--- src/rtl/gpio_bank_pkg.sv ---
// Shared constants and address decode for the GPIO register bank.
// Assumes word addressing: each address selects one NPINS-wide register.
package gpio_bank_pkg;

    localparam int OFS_DIR   = 0;
    localparam int OFS_OUT   = 1;
    localparam int OFS_BLINK = 2;
    localparam int OFS_POL   = 3;
    localparam int OFS_DIN   = 4;

    localparam int NUM_RW_REGS = 4;

    typedef enum logic [2:0] {
        SEL_DIR   = 3'd0,
        SEL_OUT   = 3'd1,
        SEL_BLINK = 3'd2,
        SEL_POL   = 3'd3,
        SEL_DIN   = 3'd4,
        SEL_NONE  = 3'd7
    } gpio_sel_e;

    // Map a word address onto a register selector; anything else is unmapped.
    function automatic gpio_sel_e decode_addr(input int unsigned addr);
        case (addr)
            OFS_DIR:   return SEL_DIR;
            OFS_OUT:   return SEL_OUT;
            OFS_BLINK: return SEL_BLINK;
            OFS_POL:   return SEL_POL;
            OFS_DIN:   return SEL_DIN;
            default:   return SEL_NONE;
        endcase
    endfunction

endpackage

--- src/rtl/gpio_blink_timer.sv ---
// Free-running divider that produces the shared blink phase.
// The phase inverts every HALF_PERIOD cycles. Assumes HALF_PERIOD >= 1.
module gpio_blink_timer #(
    parameter int HALF_PERIOD = 25_000_000
) (
    input  logic clk,
    input  logic rst_n,
    output logic phase
);

    localparam int CNT_W = (HALF_PERIOD > 1) ? $clog2(HALF_PERIOD) : 1;
    localparam logic [CNT_W-1:0] CNT_LAST = CNT_W'(HALF_PERIOD - 1);

    logic [CNT_W-1:0] cnt_q;
    logic             wrap;

    // Terminal count of the divider.
    always_comb begin
        wrap = (cnt_q == CNT_LAST);
    end

    // Advance the divider and invert the phase at each wrap.
    always_ff @(posedge clk) begin
        if (!rst_n) begin
            cnt_q <= '0;
            phase <= 1'b0;
        end else if (wrap) begin
            cnt_q <= '0;
            phase <= ~phase;
        end else begin
            cnt_q <= cnt_q + CNT_W'(1);
        end
    end

endmodule

--- src/rtl/gpio_input_path.sv ---
// Brings asynchronous pin levels into the clock domain through a
// SYNC_STAGES-deep flop chain and applies the per-pin polarity inversion.
// Assumes the pins are independent; no multi-bit coherence is given.
module gpio_input_path #(
    parameter int NPINS       = 32,
    parameter int SYNC_STAGES = 2
) (
    input  logic             clk,
    input  logic             rst_n,
    input  logic [NPINS-1:0] pin_in,
    input  logic [NPINS-1:0] pol,
    output logic [NPINS-1:0] level_adj
);

    logic [NPINS-1:0] stage_q [SYNC_STAGES];

    genvar s;
    generate
        for (s = 0; s < SYNC_STAGES; s++) begin : g_stage
            if (s == 0) begin : g_first
                // First stage samples the raw pins.
                always_ff @(posedge clk) begin
                    if (!rst_n) stage_q[0] <= '0;
                    else        stage_q[0] <= pin_in;
                end
            end else begin : g_next
                // Later stages retime the previous stage.
                always_ff @(posedge clk) begin
                    if (!rst_n) stage_q[s] <= '0;
                    else        stage_q[s] <= stage_q[s-1];
                end
            end
        end
    endgenerate

    // Apply the programmable inversion to the synchronized level.
    always_comb begin
        level_adj = stage_q[SYNC_STAGES-1] ^ pol;
    end

endmodule

--- src/rtl/gpio_regfile.sv ---
// Holds the direction, output-level, blink-enable and polarity registers.
// Decodes bus writes and multiplexes read data. Writes to the data-in and
// unmapped addresses are dropped; unmapped reads return zero.
module gpio_regfile #(
    parameter int NPINS  = 32,
    parameter int ADDR_W = 4
) (
    input  logic              clk,
    input  logic              rst_n,
    input  logic [ADDR_W-1:0] bus_addr,
    input  logic              bus_we,
    input  logic [NPINS-1:0]  bus_wdata,
    input  logic [NPINS-1:0]  din_adj,
    output logic [NPINS-1:0]  bus_rdata,
    output logic [NPINS-1:0]  dir_q,
    output logic [NPINS-1:0]  out_q,
    output logic [NPINS-1:0]  blink_q,
    output logic [NPINS-1:0]  pol_q
);
    import gpio_bank_pkg::*;

    gpio_sel_e        sel;
    logic [NPINS-1:0] reg_q  [NUM_RW_REGS];
    logic             wr_hit [NUM_RW_REGS];

    // Decode the current bus address once for read and write.
    always_comb begin
        sel = decode_addr(32'(bus_addr));
    end

    genvar r;
    generate
        for (r = 0; r < NUM_RW_REGS; r++) begin : g_reg
            // Write strobe for this register.
            always_comb begin
                wr_hit[r] = bus_we && (sel == gpio_sel_e'(r));
            end

            // Storage: reset to zero (output, low, no blink, no inversion).
            always_ff @(posedge clk) begin
                if (!rst_n)         reg_q[r] <= '0;
                else if (wr_hit[r]) reg_q[r] <= bus_wdata;
            end
        end
    endgenerate

    // Name the register outputs.
    always_comb begin
        dir_q   = reg_q[OFS_DIR];
        out_q   = reg_q[OFS_OUT];
        blink_q = reg_q[OFS_BLINK];
        pol_q   = reg_q[OFS_POL];
    end

    // Read multiplexer.
    always_comb begin
        case (sel)
            SEL_DIR:   bus_rdata = reg_q[OFS_DIR];
            SEL_OUT:   bus_rdata = reg_q[OFS_OUT];
            SEL_BLINK: bus_rdata = reg_q[OFS_BLINK];
            SEL_POL:   bus_rdata = reg_q[OFS_POL];
            SEL_DIN:   bus_rdata = din_adj;
            default:   bus_rdata = '0;
        endcase
    end

endmodule

--- src/rtl/gpio_pad_ctrl.sv ---
// Per-pin pad driver selection: the output enable is the inverse of the
// direction bit, and the value is the blink phase or the output bit.
module gpio_pad_ctrl #(
    parameter int NPINS = 32
) (
    input  logic [NPINS-1:0] dir,
    input  logic [NPINS-1:0] out,
    input  logic [NPINS-1:0] blink,
    input  logic             phase,
    output logic [NPINS-1:0] oe,
    output logic [NPINS-1:0] drv
);

    genvar i;
    generate
        for (i = 0; i < NPINS; i++) begin : g_pin
            // Drive enable and value for one pin.
            always_comb begin
                oe[i]  = ~dir[i];
                drv[i] = blink[i] ? phase : out[i];
            end
        end
    endgenerate

endmodule

--- src/rtl/gpio_bank.sv ---
// Top of the GPIO register bank: the register file, input synchronizer
// with polarity, shared blink divider and pad driver selection.
// Assumes a single clock domain for the bus; the pins are asynchronous.
module gpio_bank #(
    parameter int NPINS       = 32,
    parameter int ADDR_W      = 4,
    parameter int SYNC_STAGES = 2,
    parameter int BLINK_HALF  = 25_000_000
) (
    input  logic              clk,
    input  logic              rst_n,
    input  logic [ADDR_W-1:0] bus_addr,
    input  logic              bus_we,
    input  logic [NPINS-1:0]  bus_wdata,
    output logic [NPINS-1:0]  bus_rdata,
    input  logic [NPINS-1:0]  pin_in,
    output logic [NPINS-1:0]  pin_oe,
    output logic [NPINS-1:0]  pin_out,
    output logic [NPINS-1:0]  pin_level_adj
);

    logic [NPINS-1:0] dir_q;
    logic [NPINS-1:0] out_q;
    logic [NPINS-1:0] blink_q;
    logic [NPINS-1:0] pol_q;
    logic [NPINS-1:0] din_adj;
    logic             blink_phase;

    gpio_regfile #(.NPINS(NPINS), .ADDR_W(ADDR_W)) u_regs (
        .clk       (clk),
        .rst_n     (rst_n),
        .bus_addr  (bus_addr),
        .bus_we    (bus_we),
        .bus_wdata (bus_wdata),
        .din_adj   (din_adj),
        .bus_rdata (bus_rdata),
        .dir_q     (dir_q),
        .out_q     (out_q),
        .blink_q   (blink_q),
        .pol_q     (pol_q)
    );

    gpio_input_path #(.NPINS(NPINS), .SYNC_STAGES(SYNC_STAGES)) u_inp (
        .clk       (clk),
        .rst_n     (rst_n),
        .pin_in    (pin_in),
        .pol       (pol_q),
        .level_adj (din_adj)
    );

    gpio_blink_timer #(.HALF_PERIOD(BLINK_HALF)) u_blink (
        .clk   (clk),
        .rst_n (rst_n),
        .phase (blink_phase)
    );

    gpio_pad_ctrl #(.NPINS(NPINS)) u_pad (
        .dir   (dir_q),
        .out   (out_q),
        .blink (blink_q),
        .phase (blink_phase),
        .oe    (pin_oe),
        .drv   (pin_out)
    );

    // Export the polarity-adjusted input for an interrupt block.
    always_comb begin
        pin_level_adj = din_adj;
    end

endmodule

--- config.mk ---
export PLATFORM = sky130hd
export DESIGN_NAME = gpio_bank
export DESIGN_NICKNAME = d
export VERILOG_FILES = /design/src/rtl/gpio_bank_pkg.sv /design/src/rtl/gpio_blink_timer.sv /design/src/rtl/gpio_input_path.sv /design/src/rtl/gpio_regfile.sv /design/src/rtl/gpio_pad_ctrl.sv /design/src/rtl/gpio_bank.sv
export SDC_FILE = /design/constraint.sdc
export NUM_CORES = 1
export LEC_CHECK = 0
export ABC_AREA = 1
export ABC_CLOCK_PERIOD_IN_PS = 11100
export BUFFER_PORTS_ARGS = -buffer_cell sky130_fd_sc_hd__buf_4
export CORE_ASPECT_RATIO = 0.75
export CORE_MARGIN = 10
export CORE_UTILIZATION = 25
export DETAILED_ROUTE_END_ITERATION = 12
export MAX_ROUTING_LAYER = met4
export PLACE_DENSITY = 0.48
export SYNTH_ARGS = -nofsm -noshare
export SYNTH_HDL_FRONTEND = slang
export SYNTH_SLANG_ARGS = --single-unit
export TNS_END_PERCENT = 10
--- constraint.sdc ---
create_clock -name clk -period 11.1 [get_ports clk]
set_input_delay 1.665 -clock clk [delete_from_list [all_inputs] [get_ports clk]]
set_output_delay 1.665 -clock clk [all_outputs]
set_load 0.005 [all_outputs]
==> results of run 1 <==
[worst paths after layout]
check	from	endpoint	slack, ns	cells after the start
min reg2reg	u_inp.stage_q[0][14]	u_inp.stage_q[1][14]	0.41	2
min	u_inp.stage_q[0][14]	u_inp.stage_q[1][14]	0.41	2
max	bus_addr[3]	bus_rdata[18]	6.03	9
max reg2reg	u_blink.cnt_q[0]	u_blink.cnt_q[15]	9.28	6
[routing by layer]
layer	up-vias	GRT usage (%)	wire length, um
met5	-	-	0
met2	227	21.5	14400
li1	3843	-	-
met1	3727	18.5	15400
met3	36	3.15	1910
met4	0	3.17	669
[critical path, stage by stage]
cell,delay (ns)
buf_4,0.12
nor2_2,0.18
nand3_1,0.20
inv_2,0.72
nand2_1,0.13
o21ai_0,0.12
nor2_1,0.05
o21ai_1,0.08
buf_4,0.13
[cell usage after synthesis, drive strengths merged]
cell / count
and2: 1
o21ai: 61
nand3: 21
nor3: 2
o21bai: 1
nor2: 219
xnor2: 7
ha: 1
nand4: 20
dfxtp: 90
inv: 187
nand3b: 1
or2: 3
edfxtp: 128
xor2: 35
buf: 27
a21oi: 29
nand2: 275
clkbuf: 14
[final cells by class]
class                   count  share of cell area (%)
flip-flops and latches    218                    45.8
repair buffers            206                    12.5
inverters                 187                    5.69
multi-input cells         676                    24.8
clock inverters             6                   0.274
clock buffers              38                    5.71
well taps                 504                    5.12
diodes                      1                  0.0203
[report_power, final]
| part | internal, uW | switching [uW] | leakage (uW) |
|---|---|---|---|
| logic | 77.5 | 99.2 | 0.00337 |
| clock network | 435 | 334 | 0.000357 |
| registers | 897 | 21.1 | 0.00197 |
| total | 1410 | 454 | 0.00569 |
[registers in the layout (all words and copies together), names as in the netlist]
name / count
u_blink.cnt_q: 25
u_blink.phase: 1
u_regs.reg_q: 128
u_inp.stage_q: 64
[metrics by stage]
stage / power [uW] / area (um2) / cells / worst slack (ns)
after floorplan: 998 / 9540 / 1122 / 6.16
after global placement: 1120 / 11600 / 1791 / 6.13
after detailed placement: 1110 / 11600 / 1791 / 6.06
after CTS: 1890 / 12300 / 1835 / 6.06
after global routing: 1950 / 12300 / 1836 / 5.83
final: 1860 / 12300 / 1836 / 6.03
[cells by family after synthesis]
kind of cell,after synthesis
buffers and inverters,228
DFF,218
adders and majority gates,1
AOI/OAI and AO/OA,91
and+or+nand+nor,542
xor gates and xnor gates,42
==> summary.md, run 1 <==
| Metric | Value |
|---|---|
| WP data arrival | 3.41 ns |
| Clock buffer depth | 3 |
| Yosys warns | 0 |
| Largest family of logic cells by synthesized area | simple AND/OR/NAND/NOR gates |
| Post-synthesis xor/xnor area fraction | 3.85% |
| Layout cell share with drive strength beyond 1 | 19.5% |
| HPWL after detailed placement | 21,300 um |
| Fmax | 0.197 GHz |
| Unrepaired setup endpoints after global routing | false |
| I/O Pins | 199 |
| Worst skew pair latency | 0.52 ns |
| Hold Worst Slack | 0.412 ns |
| LEAKAGE | 0.00569 uW |
| Initial core utilization | 25.5% |
| Max FO, Critical Path | 32 |
| Die H | 189 um |
| Routed WL per cell | 17.7 um |
| CTS clock-pin slew for the worst setup and hold paths | 0.06 ns |
| # Post-CTS Setup Buffers | 0 |
| Max cap viols | 0 |
| Syn avg cell area | 8.51 um2 |
| Cells after synthesis | 1,122 |
| CTS tree | yes |
| Routed WL | 32,400 um |
| # H-tree levels | 1 |
| Share of synthesized area spent on multiplexers | 0% |
| Most frequent cells in the layout | nand2_1 (273), nor2_1 (215), buf_4 (206) |
| Post-route ant nets | 0 |
| Period utilisation layout | 45.7% |
| # hold bufs at CTS | 0 |
| Overall Global Routing Usage | 14.0% |
| Drt initial violations | 563 |
| Vias in the first global route | 8,029 |
| Root buffer cell | clkbuf_16 |
| Area of the mapped netlist | 9540 um2 |
| Final hold violation count | 0 |
| Reg area | 5650 um2 |
| Area added between synthesis and finish | 29.2% |
| Die Wd | 246 um |
| Outcome | completed |
| Num Clock Sinks | 218 |
| Endpoints failing setup | 0 |
| Core area | 37,400 um2 |
| Largest net degree at the start of global routing | 51 |
| PwrDens | 151 nW/um2 |
| Critical Path Sink Type | primary output |
| Buffers on Ports | 198 |
| Seq/Total Area, Yosys | 59.2% |
| Startpoint Class | input pin |
| Initial antenna violation count | 1 |
| Setup TNS | 0 ns |
| Die area | 46,500 um2 |
| Worst min path class | reg -> reg |
| CTS Buf Count | 24 |
| Multi-input gate area | 3060 um2 |
| Fin crit period | 5.07 ns |
| Drt via density | 4.27 |
| # nets final | 1,385 |
| Synth Area in Compound Gates | 4.80% |
| Post-synth top area cell | edfxtp_1 |
| Final Max Tran Viols | 0 |
| Pre-antenna DRT Iters | 5 |
| Syn nets | 1,194 |
| Most common cell after layout, fill and taps aside | nand2_1 |
| Clock Skew | 0.00606 ns |
| Total congestion overflow | 0 |
| Fillers | 3,979 |
| Relative slew margins | 22.9% |
| Largest vdd supply drop | 90.7 uV |
| Worst-Margin Slew | 1.15 ns |
| Adder-cell area share of the yosys netlist | 0.131% |
| Worst setup path class | in -> out |
| Synth top area share | 40.3% |
| Vias | 7,833 |
| Row count | 61 |
| Post-synth cell types | 28 |
| Global-route wire length before repair | 49,100 um |
| #FFs+latches synth | 218 |
| Remaining DRCs | 0 |
| Synth Area in Simple Gates | 22.6% |
| Post-CTS sizing | 0 |
| Final core utilization | 33.0% |
| Leading cell types by total area after synthesis | edfxtp_1 (40%), dfxtp_1 (19%), nand2_1 (11%) |
| CP required | 9.44 ns |
| Final Wtd Congestion | 0.834 |
(Power assumes the default switching activity.)
==> inputs of run 2 (changes only) <==
Settings changed: ABC_CLOCK_PERIOD_IN_PS 11100 to 5000.
Clock period 11.1 ns to 5 ns, I/O delays scaled along.
==> run 2 against run 1 <==
Sequential power grew 120%. Hold slack got worse by 0.030 ns. Worst setup slack got worse by 4.3 ns. Largest cell class unchanged.
==> summary.md, run 2 (synthesis results as in run 1) <==
| Metric | Value |
|---|---|
| Outcome | completed |
| Fmax | 0.308 GHz |
| Power, Total | 4410 uW (+140%) |
| # H-tree levels | 1 (unchanged) |
| Largest net degree at the start of global routing | 42 (-18%) |
| CP required | 4.25 ns (-5.19 ns) |
| Overall Global Routing Usage | 14.1% (+0.041 points) |
| Die H | 189 um (unchanged) |
| Clock Skew | 0.00670 ns (+0.000642 ns) |
| Initial antenna violation count | 1 (unchanged) |
| Crit path max-delay cell type | inv_2 |
| Post-CTS sizing | 0 (unchanged) |
| R2r setup slk | 3.15 ns (-6.13 ns) |
| Clock power share | 45.0% (+3.7 points) |
| Critical Path Sink Type | primary output |
| Most common cell after layout, fill and taps aside | nand2_1 |
| Setup TNS | 0 ns (unchanged) |
| CTS tree | yes |
| Routed WL per cell | 17.7 um (about the same) |
| Root buffer cell | clkbuf_16 |
| Placed Area | 11,600 um2 (+0.13%) |
| Pre-antenna DRT Iters | 5 (unchanged) |
| Die area | 46,500 um2 (unchanged) |
| Chain of cells forming the critical path | buf_4 > nor2_2 > nand3_1 > inv_2 > nand2_1 > o21ai_0 > nor2_1 > o21ai_0 > buf_4 |
| Post-route ant nets | 0 (unchanged) |
| Final hold violation count | 0 (unchanged) |
| Layout cell share with drive strength beyond 1 | 20.5% (+0.93 points) |
| Top delay family on crit path | buffers and inverters |
| Reg power frac | 46.2% (-3.0 points) |
| Hold Worst Slack | 0.381 ns (-0.0305 ns) |
| Final Max Tran Viols | 0 (unchanged) |
| Startpoint Class | input pin |
| Endpoints failing setup | 0 (unchanged) |
| Buffers on Ports | 198 (unchanged) |
| Hold Path Stages | 3 (+1) |
| HPWL after detailed placement | 21,700 um (+2.1%) |
| Fin crit period | 3.24 ns |
| I/O Pins | 199 (unchanged) |
| Worst min path class | in -> reg |
| Max cap viols | 0 (unchanged) |
| Switching part of the total | 23.5% (-0.85 points) |
| Final Instance Area | 12,500 um2 (+1.4%) |
| Worst setup path class | in -> out |
| Num Clock Sinks | 218 (unchanged) |
| Core area | 37,400 um2 (unchanged) |
| Comb power frac | 8.9% (-0.6 points) |
| # nets final | 1,388 (+0.22%) |
| Area added between synthesis and finish | 31.0% |
| Global-route wire length before repair | 49,300 um (+0.56%) |
| Multi-input gate area | 3060 um2 (unchanged) |
| Max FO, Critical Path | 32 (unchanged) |
| Routed WL | 32,500 um (+0.17%) |
| Critical path depth in cells | 9 (unchanged) |
| CP peak stage delay | 0.70 ns (-0.02 ns) |
| # hold bufs at CTS | 0 (unchanged) |
| Unrepaired setup endpoints after global routing | false |
| Initial core utilization | 25.5% (unchanged) |
| Period utilisation layout | 64.8% |
| Total congestion overflow | 0 (unchanged) |
| Vias | 7,766 (-0.86%) |
| Clock buffer depth | 3 (unchanged) |
| Largest vdd supply drop | 221 uV (+140%) |
| WP data arrival | 2.49 ns (-0.92 ns) |
| CTS clock-pin slew for the worst setup and hold paths | 0.06 ns (about the same) |
| PwrDens | 353 nW/um2 (+130%) |
| Relative slew margins | 34.8% (+12 points) |
| Internal power | 3370 uW (+140%) |
| Worst-case reg-to-reg path depth | 6 (unchanged) |
| Max reg flops | 128 (unchanged) |
| CP Buf/Inv Count | 3 (unchanged) |
| Vias in the first global route | 7,987 (-0.52%) |
| Biggest regs | u_regs.reg_q (128), u_inp.stage_q (64), u_blink.cnt_q (25) |
| # Post-CTS Setup Buffers | 0 (unchanged) |
| Most flops, register | u_regs.reg_q |
| Sw power | 1040 uW (+130%) |
| CTS Buf Count | 25 (+4.2%) |
| Reg area | 5650 um2 (unchanged) |
| Final Wtd Congestion | 0.855 (+2.5%) |
| Row count | 61 (unchanged) |
| Fillers | 3,981 (+0.050%) |
| Drt via density | 4.22 (-1.0%) |
| Drt initial violations | 509 (-9.6%) |
| Most frequent cells in the layout | nand2_1 (273), nor2_1 (215), buf_4 (208) |
| Worst-Margin Slew | 0.974 ns (-0.180 ns) |
| Remaining DRCs | 0 (unchanged) |
| Worst skew pair latency | 0.53 ns (about the same) |
| Die Wd | 246 um (unchanged) |
| LEAKAGE | 0.00579 uW (+1.7%) |
-- run 2: through the flow --
| step | instances | utilization [%] | worst slack [ns] |
|---|---|---|---|
| 2_1_floorplan | 1122 | - | 0.977 |
| 3_3_place_gp | 1793 | 31.0 | 1.73 |
| 3_5_place_dp | 1793 | 31.0 | 1.59 |
| 4_1_cts | 1838 | 33.4 | 1.73 |
| 5_1_grt | 1839 | 33.4 | 1.55 |
| 6_report | 1839 | 33.4 | 1.76 |
-- run 2: routing by layer --
metal	global-route usage, %	share of wire [%]	vias to the layer above
met3	3.73	6.6	41
met4	3.06	1.8	0
met1	17.9	46	3644
met5	-	0	-
met2	22.0	45	237
li1	-	-	3844
-- run 2: layout make-up --
cell class	instances	share of cell area, %
sequential	218	45.2
multi-input combinational	676	24.5
timing repair buffer	208	12.5
clock buffer	39	6.48
inverter	187	5.62
tap	504	5.05
clock inverter	6	0.681
antenna	1	0.0200
-- run 2: power by group through the flow --
stage | clock [uW] | sequential, uW | combinational, uW
floorplan | 0 | 2060 | 152
global placement | 0 | 2070 | 403
detailed placement | 0 | 2070 | 403
CTS | 2030 | 2040 | 405
global route | 2090 | 2050 | 439
finish | 1980 | 2040 | 392
-- run 2: worst register-to-register path, delay by kind of cell (launching register included) --
kind	cells	cell delay [ns]
adder cells (fa/ha/maj)	1	0.24
AND/OR/NAND/NOR	4	0.97
flip-flops	1	0.40
AO/OA/AOI/OAI	1	0.10
-- run 2: final timing paths --
| kind | end | startpoint |
|---|---|---|
| worst max-delay path | bus_rdata[14] | bus_addr[3] |
| worst min-delay path | u_inp.stage_q[0][15] | pin_in[15] |
| worst max register to register | u_blink.cnt_q[13] | u_blink.cnt_q[0] |
| worst min register to register | u_inp.stage_q[1][21] | u_inp.stage_q[0][21] |
